==> src/rtl/dual_rank_pkg.sv <==
package dual_rank_pkg;
    typedef enum logic [1:0] {
        A_HOLD  = 2'd0,
        A_LOAD  = 2'd1,
        A_UP    = 2'd2
    } a_op_e;

    typedef enum logic [1:0] {
        B_HOLD  = 2'd0,
        B_DOWN  = 2'd1,
        B_SHIFT = 2'd2
    } b_op_e;
endpackage

==> src/rtl/dual_rank_ctrl.sv <==
module dual_rank_ctrl
    import dual_rank_pkg::*;
(
    input  logic  drv_en_n,
    input  logic  cap_en_n,
    input  logic  up_en_n,
    input  logic  down_en_n,
    input  logic  shift_en_n,
    output a_op_e a_op,
    output b_op_e b_op,
    output logic  bus_oe
);
    always_comb begin
        unique case ({cap_en_n, up_en_n})
            2'b00, 2'b01: a_op = A_LOAD;
            2'b10:        a_op = A_UP;
            default:      a_op = A_HOLD;
        endcase
    end

    always_comb begin
        unique case ({down_en_n, shift_en_n})
            2'b00, 2'b01: b_op = B_DOWN;
            2'b10:        b_op = B_SHIFT;
            default:      b_op = B_HOLD;
        endcase
    end

    always_comb begin
        bus_oe = (drv_en_n == 1'b0) && (cap_en_n == 1'b1);
    end
endmodule

==> src/rtl/dual_rank_a.sv <==
module dual_rank_a
    import dual_rank_pkg::*;
#(
    parameter int W = 8
) (
    input  logic         clk,
    input  logic         rst,
    input  a_op_e        op,
    input  logic [W-1:0] bus_in,
    input  logic [W-1:0] b_q,
    output logic [W-1:0] q
);
    always_ff @(posedge clk) begin
        if (rst) begin
            q <= '0;
        end else begin
            unique case (op)
                A_LOAD:  q <= bus_in;
                A_UP:    q <= b_q;
                default: q <= q;
            endcase
        end
    end

    AST_A_LOAD: assert property (@(posedge clk) disable iff (rst)
        (op == A_LOAD) |=> (q == $past(bus_in)));
    AST_A_UP: assert property (@(posedge clk) disable iff (rst)
        (op == A_UP) |=> (q == $past(b_q)));
endmodule

==> src/rtl/dual_rank_b.sv <==
module dual_rank_b
    import dual_rank_pkg::*;
#(
    parameter int W = 8
) (
    input  logic         clk,
    input  logic         rst,
    input  b_op_e        op,
    input  logic [W-1:0] a_q,
    input  logic         ser_in,
    output logic [W-1:0] q
);
    localparam int MSB = W - 1;

    always_ff @(posedge clk) begin
        if (rst) begin
            q <= '0;
        end else begin
            unique case (op)
                B_DOWN:  q <= a_q;
                B_SHIFT: q <= {q[MSB-1:0], ser_in};
                default: q <= q;
            endcase
        end
    end

    AST_B_DOWN: assert property (@(posedge clk) disable iff (rst)
        (op == B_DOWN) |=> (q == $past(a_q)));
    AST_B_SHIFT: assert property (@(posedge clk) disable iff (rst)
        (op == B_SHIFT) |=> (q == {$past(q[MSB-1:0]), $past(ser_in)}));
endmodule

==> src/rtl/dual_rank_shreg.sv <==
module dual_rank_shreg
    import dual_rank_pkg::*;
#(
    parameter int W = 8
) (
    input  logic         clk,
    input  logic         rst,
    input  logic         drv_en_n,
    input  logic         cap_en_n,
    input  logic         up_en_n,
    input  logic         down_en_n,
    input  logic         shift_en_n,
    input  logic [W-1:0] bus_in,
    output logic [W-1:0] bus_out,
    output logic         bus_oe,
    input  logic         ser_in,
    output logic         ser_out
);
    localparam int MSB = W - 1;

    a_op_e        a_op;
    b_op_e        b_op;
    logic [W-1:0] a_q;
    logic [W-1:0] b_q;

    dual_rank_ctrl u_ctrl (
        .drv_en_n   (drv_en_n),
        .cap_en_n   (cap_en_n),
        .up_en_n    (up_en_n),
        .down_en_n  (down_en_n),
        .shift_en_n (shift_en_n),
        .a_op       (a_op),
        .b_op       (b_op),
        .bus_oe     (bus_oe)
    );

    dual_rank_a #(.W(W)) u_a (
        .clk    (clk),
        .rst    (rst),
        .op     (a_op),
        .bus_in (bus_in),
        .b_q    (b_q),
        .q      (a_q)
    );

    dual_rank_b #(.W(W)) u_b (
        .clk    (clk),
        .rst    (rst),
        .op     (b_op),
        .a_q    (a_q),
        .ser_in (ser_in),
        .q      (b_q)
    );

    always_comb begin
        bus_out = a_q;
        ser_out = b_q[MSB];
    end

    AST_SWAP: assert property (@(posedge clk) disable iff (rst)
        (!up_en_n && !down_en_n && cap_en_n)
        |=> (a_q == $past(b_q)) && (b_q == $past(a_q)));
    AST_CAPTURE_WINS: assert property (@(posedge clk) disable iff (rst)
        (!cap_en_n) |-> (!bus_oe));
    AST_HOLD: assert property (@(posedge clk) disable iff (rst)
        (cap_en_n && up_en_n && down_en_n && shift_en_n)
        |=> $stable(a_q) && $stable(b_q));
    AST_RESET_CLEAR: assert property (@(posedge clk)
        rst |=> (a_q == '0) && (b_q == '0));
endmodule

==> config.mk <==
export PLATFORM = sky130hd
export DESIGN_NAME = dual_rank_shreg
export DESIGN_NICKNAME = d
export VERILOG_FILES = /design/src/rtl/dual_rank_pkg.sv /design/src/rtl/dual_rank_ctrl.sv /design/src/rtl/dual_rank_a.sv /design/src/rtl/dual_rank_b.sv /design/src/rtl/dual_rank_shreg.sv
export SDC_FILE = /design/constraint.sdc
export NUM_CORES = 1
export LEC_CHECK = 0
export BUFFER_PORTS_ARGS = -buffer_cell sky130_fd_sc_hd__clkbuf_2
export CORE_MARGIN = 1.5
export CORE_UTILIZATION = 42
export CTS_CLUSTER_SIZE = 12
export DETAILED_ROUTE_END_ITERATION = 8
export PLACE_DENSITY = 0.72
export SLEW_MARGIN = 20
export SYNTH_ARGS = -nofsm -noshare
export SYNTH_HDL_FRONTEND = slang
export SYNTH_SLANG_ARGS = --single-unit
==> constraint.sdc <==
create_clock -name clk -period 0.81 [get_ports clk]
set_input_delay 0.2025 -clock clk [delete_from_list [all_inputs] [get_ports clk]]
set_output_delay 0.2025 -clock clk [all_outputs]
set_load 0.01 [all_outputs]
==> results of run 1 <==
cell usage in the layout, fill, tap and decap left out:
cell type	netlist	layout
mux2i_2	0	1
buf_4	2	5
nor2_1	16	15
nor2b_4	0	1
a211oi_1	16	14
clkbuf_4	0	3
nor2_2	0	1
buf_12	0	1
clkbuf_2	0	15
buf_6	4	14
a211oi_2	0	2
buf_2	1	1
dfxtp_2	0	13
mux2i_1	16	15
dfxtp_1	16	3
state kept, by name (all words and copies together) (netlist names):
register  flops
u_a.q         8
u_b.q         8
worst max-delay path by stage:
stage | to | cells past startpoint
6_report | ser_out | 1
4_1_cts | ser_out | 1
3_3_place_gp | u_b.q[7]$_SDFFE_PP0P_ | 3
3_5_place_dp | u_a.q[3]$_SDFFE_PP0P_ | 3
2_1_floorplan | bus_oe | 3
5_1_grt | ser_out | 1
worst register-to-register path, stage by stage, from the launching register on:
cell,delay (ps)
dfxtp_2,360
buf_6,100
mux2i_1,60
a211oi_1,240
layer usage:
layer | track usage | part of all wire | wire length, um
met1 | 0.238 | 0.45 | 712
met2 | 0.296 | 0.48 | 747
met3 | 0.0240 | 0.034 | 53
met4 | 0.124 | 0.034 | 53
met5 | 0 | 0 | 0
repair_timing:
item / 4_1_cts / 5_1_grt
gates cloned: 0 / 0
pin swaps: 4 / 9
buffers inserted: 8 / 2
endpoints found under the setup margin: 9 / 22
hold buffers: 0 / 0
gates resized for setup: 9 / 32
where the power goes:
group	total [mW]	internal, mW	switching (mW)
Combinational	0.381	0.223	0.159
Clock	0.418	0.173	0.245
Sequential	0.898	0.853	0.0450
Total	1.70	1.25	0.448
cells by family after synthesis:
logic type,after synthesis
DFF,16
and+or+nand+nor,17
AOI/OAI and AO/OA,16
muxes,16
buffers and inverters,8
through the flow:
step	TNS, ps	utilization	std cells
after floorplan	0	-	73
after global placement	-1320	0.537	108
after detailed placement	-1460	0.537	108
after CTS	-1280	0.597	119
after global routing	-1780	0.663	120
final	-1170	0.663	120
area by class of cell:
class	count	area [um2]	share of cell area
Tap cell	16	20.0	0.0192
Multi-Input combinational cell	49	370	0.354
Timing Repair Buffer	36	295	0.283
Sequential cell	16	337	0.322
Clock buffer	3	22.5	0.0216
==> results.tsv, run 1 <==
metric	value	unit
multiplexer area fraction after synthesis	0.218	
CP Capture Type	output pin	
Cells after Synth	73	
Root Buffer	clkbuf_4	
max incr delay on CP	360	ps
Die Wd	44.9	um
die area	2010	um2
Hold Path Origin	bus_in[6]	
Max Clk Rate	1050	MHz
slowest CP cell	dfxtp_2	
CTS Buf Count	3	
top post-synthesis cells by count	16 x a211oi_1, 16 x dfxtp_1, 16 x mux2i_1, 16 x nor2_1, 4 x buf_6	
WHS Endpoint	u_a.q[6]$_SDFFE_PP0P_	
total power	1.70	mW
total track usage	0.187	
drt first pass iters	4	
Hold Path Stages	3	
syn avg cell area	10.1	um2
R2R depth	3	
I/O Buffers	25	
Synth Area in Adders	0	
first-pass GRT wire length	2.73	mm
setup slack at placement	-125	ps
placed cell area	847	um2
flops & latches, synth	16	
DRC Markers	0	
Final period util	1.17	
# diodes	0	
Tightest Pin Transition	354	ps
r2r setup slk	-30	ps
maximum clock path buffer count	2	
num rows	14	
power density cells	1620	nW/um2
clock slew at reported path FFs	90	ps
kind of critical path	flop to output pin	
XOR/XNOR share of the synthesized area	0	
DRT antenna net count	0	
fin. max-slew vios	0	
share of cells above drive strength 1	0.548	
total gr overflow	0	
simple-gate area share of the yosys netlist	0.0901	
Final Setup Violations	12	
Fin. Hold Viols	0	
top_reg_cell synth	dfxtp_1	
largest net degree at the start of global routing	17	
yosys warns	0	
Worst Setup Start Kind	flop	
CTS tree	yes	
Synth area leader	dfxtp_1	
Mapped Area	736	um2
cell area after layout	1040	um2
vias	660	
Distinct cells, synth	9	
min Tclk post-route	949	ps
top cells by area, synth	dfxtp_1 44%, mux2i_1 22%, a211oi_1 16%	
syn_nets	89	
ys async rst share	0	
CP required	610	ps
maximum VDD drop	0.955	mV
slew margin rel.	0.764	
Starting Density	0.467	
Largest delay share family, worst path	flip-flops	
Post-synth EDFFs	0	
DP HPWL	1.04	mm
critical path cell sequence	buf_6	
nets	122	
Fin Hold WS	159	ps
RR Startpoint	u_a.q[7]$_SDFFE_PP0P_	
max_cap viols	0	
Seq/Total Area, Yosys	0.435	
Crit. Startpoint	u_b.q[7]$_SDFFE_PP0P_	
failing checks	negative setup slack	
Worst Path Buf+Inv	1	
Iteration-0 DRC Markers	2	
IO Count	26	
later-pin clock latency in the skew report	280	ps
Routed WL	1.57	mm
CTS Sinks	16	
initial antenna violation count	0	
Routability Congestion	0.770	
RSZ-0062 raised after global routing	yes	
WL/cell	13.1	um
CTS H-tree lvls	1	
Vias/cell	5.50	
post-synth top area share	0.435	
main combinational cell family by area after synthesis	multiplexers	
Hold WC Path Type	input port to flop	
Core Footprint	1580	um2
Leak	0.482	nW
Critical Path AT	750	ps
filler cell count	133	
outcome	finished, violations left	
clk_skew	0.750	ps
CP Max Fanout	3	
vias in the first global route	637	
setup ws final	-139	ps
Layout area overhead	42.0	%
FF-to-FF End	u_a.q[7]$_SDFFE_PP0P_	
compound-gate portion of the synthesized area	0.163	
die height	44.9	um
(Power assumes the default switching activity.)
==> inputs of run 2 (changes only) <==
--- a/config.mk
+++ b/config.mk
@@ -6,11 +6,13 @@
 export NUM_CORES = 1
 export LEC_CHECK = 0
 export BUFFER_PORTS_ARGS = -buffer_cell sky130_fd_sc_hd__clkbuf_2
+export CELL_PAD_IN_SITES_DETAIL_PLACEMENT = 0
+export CELL_PAD_IN_SITES_GLOBAL_PLACEMENT = 2
 export CORE_MARGIN = 1.5
-export CORE_UTILIZATION = 42
+export CORE_UTILIZATION = 25
 export CTS_CLUSTER_SIZE = 12
 export DETAILED_ROUTE_END_ITERATION = 8
-export PLACE_DENSITY = 0.72
+export PLACE_DENSITY_LB_ADDON = 0.1
 export SLEW_MARGIN = 20
 export SYNTH_ARGS = -nofsm -noshare
 export SYNTH_HDL_FRONTEND = slang
==> results.tsv, run 2 (synthesis gave the netlist of run 1 again) <==
metric	value	unit
outcome	finished, violations left	
failing checks	negative setup slack	
total power	1.81	mW
Starting Density	0.265	
max_cap viols	0	
Levels on crit path	1	
Hold WC Path Type	input port to flop	
total track usage	0.114	
Storage cell area	338	um2
setup ws final	-127	ps
Root Buffer	clkbuf_4	
Hold Path Stages	3	
drt first pass iters	4	
filler cell count	293	
Die Wd	57.2	um
CP Capture Type	output pin	
nets	123	
num rows	19	
vias	651	
Tightest Pin Transition	392	ps
Fin. Hold Viols	0	
CTS H-tree lvls	1	
share of cells above drive strength 1	0.566	
Layout area overhead	47.4	%
I/O Buffers	25	
initial antenna violation count	0	
Worst Path Buf+Inv	1	
DRT antenna net count	0	
CP Max Fanout	2	
maximum clock path buffer count	2	
clk_skew	0.364	ps
Routed WL	1.73	mm
CTS tree	yes	
vias in the first global route	624	
clock slew at reported path FFs	90	ps
Core Footprint	2780	um2
CP required	610	ps
most frequent cells in the layout	16 x mux2i_1, 16 x clkbuf_2	
first-pass GRT wire length	2.88	mm
power density cells	1670	nW/um2
Iteration-0 DRC Markers	15	
# diodes	0	
Vias/cell	4.75	
slowest CP cell	dfxtp_2	
cell area after layout	1080	um2
biggest regs	u_a.q (8), u_b.q (8)	
max incr delay on CP	340	ps
Largest delay share family, worst path	flip-flops	
kind of critical path	flop to output pin	
WL/cell	12.6	um
Critical Path AT	730	ps
CTS Sinks	16	
RSZ-0062 raised after global routing	yes	
fin. max-slew vios	0	
Worst Setup Start Kind	flop	
total gr overflow	0	
DRC Markers	0	
maximum VDD drop	0.780	mV
die height	57.2	um
setup slack at placement	-105	ps
IO Count	26	
slew margin rel.	0.738	
R2R depth	3	
Max Clk Rate	1070	MHz
Final Setup Violations	9	
Hold Buf Count CTS	0	
Leak	0.497	nW
critical path cell sequence	buf_6	
largest net degree at the start of global routing	17	
min Tclk post-route	937	ps
placed cell area	873	um2
Routability Congestion	0.675	
die area	3280	um2
CTS Buf Count	3	
DP HPWL	1.18	mm
area of the multi-input gates	369	um2
later-pin clock latency in the skew report	280	ps
Final period util	1.16	
## run 2: cell type report
cell class / count / area share
Multi-Input combinational cell: 49 / 0.340
Sequential cell: 16 / 0.311
Timing Repair Buffer: 37 / 0.279
Tap cell: 31 / 0.0358
Clock buffer: 4 / 0.0334
## run 2: per-stage QoR
step	hold WS, ps	instances	util	setup TNS (ps)
floorplan	374	73	-	0
global placement	459	124	0.314	-1080
detailed placement	473	124	0.314	-1160
CTS	150	137	0.355	-1350
global route	168	137	0.390	-1740
finish	159	137	0.390	-1110
## run 2: report_power, final
| part | switching (mW) | internal, mW | leakage [nW] |
|---|---|---|---|
| registers | 0.0435 | 0.853 | 0.137 |
| clock network | 0.250 | 0.273 | 0.0210 |
| logic | 0.164 | 0.225 | 0.339 |
| total | 0.457 | 1.35 | 0.497 |
## run 2: final timing paths
check	from	end	slack, ps
min reg2reg	u_b.q[4]$_SDFFE_PP0P_	u_a.q[4]$_SDFFE_PP0P_	570
max reg2reg	u_b.q[7]$_SDFFE_PP0P_	u_b.q[7]$_SDFFE_PP0P_	0
max	u_a.q[0]$_SDFFE_PP0P_	bus_out[0]	-130
min	bus_in[6]	u_a.q[6]$_SDFFE_PP0P_	160
## run 2: timing repair
| action | in CTS | in global routing |
|---|---|---|
| buffers inserted | 9 | 2 |
| endpoints found under the setup margin | 9 | 23 |
| pin swaps | 1 | 10 |
| resized for setup | 9 | 32 |
| endpoints found under the hold margin | 0 | 0 |
## run 2: metal layers
metal  vias up  share of wire  GRT usage
li1        328              -          -
met1       306           0.47      0.151
met5         -              0          0
met4         0          0.011     0.0498
met2        15           0.47      0.181
met3         2          0.046     0.0227
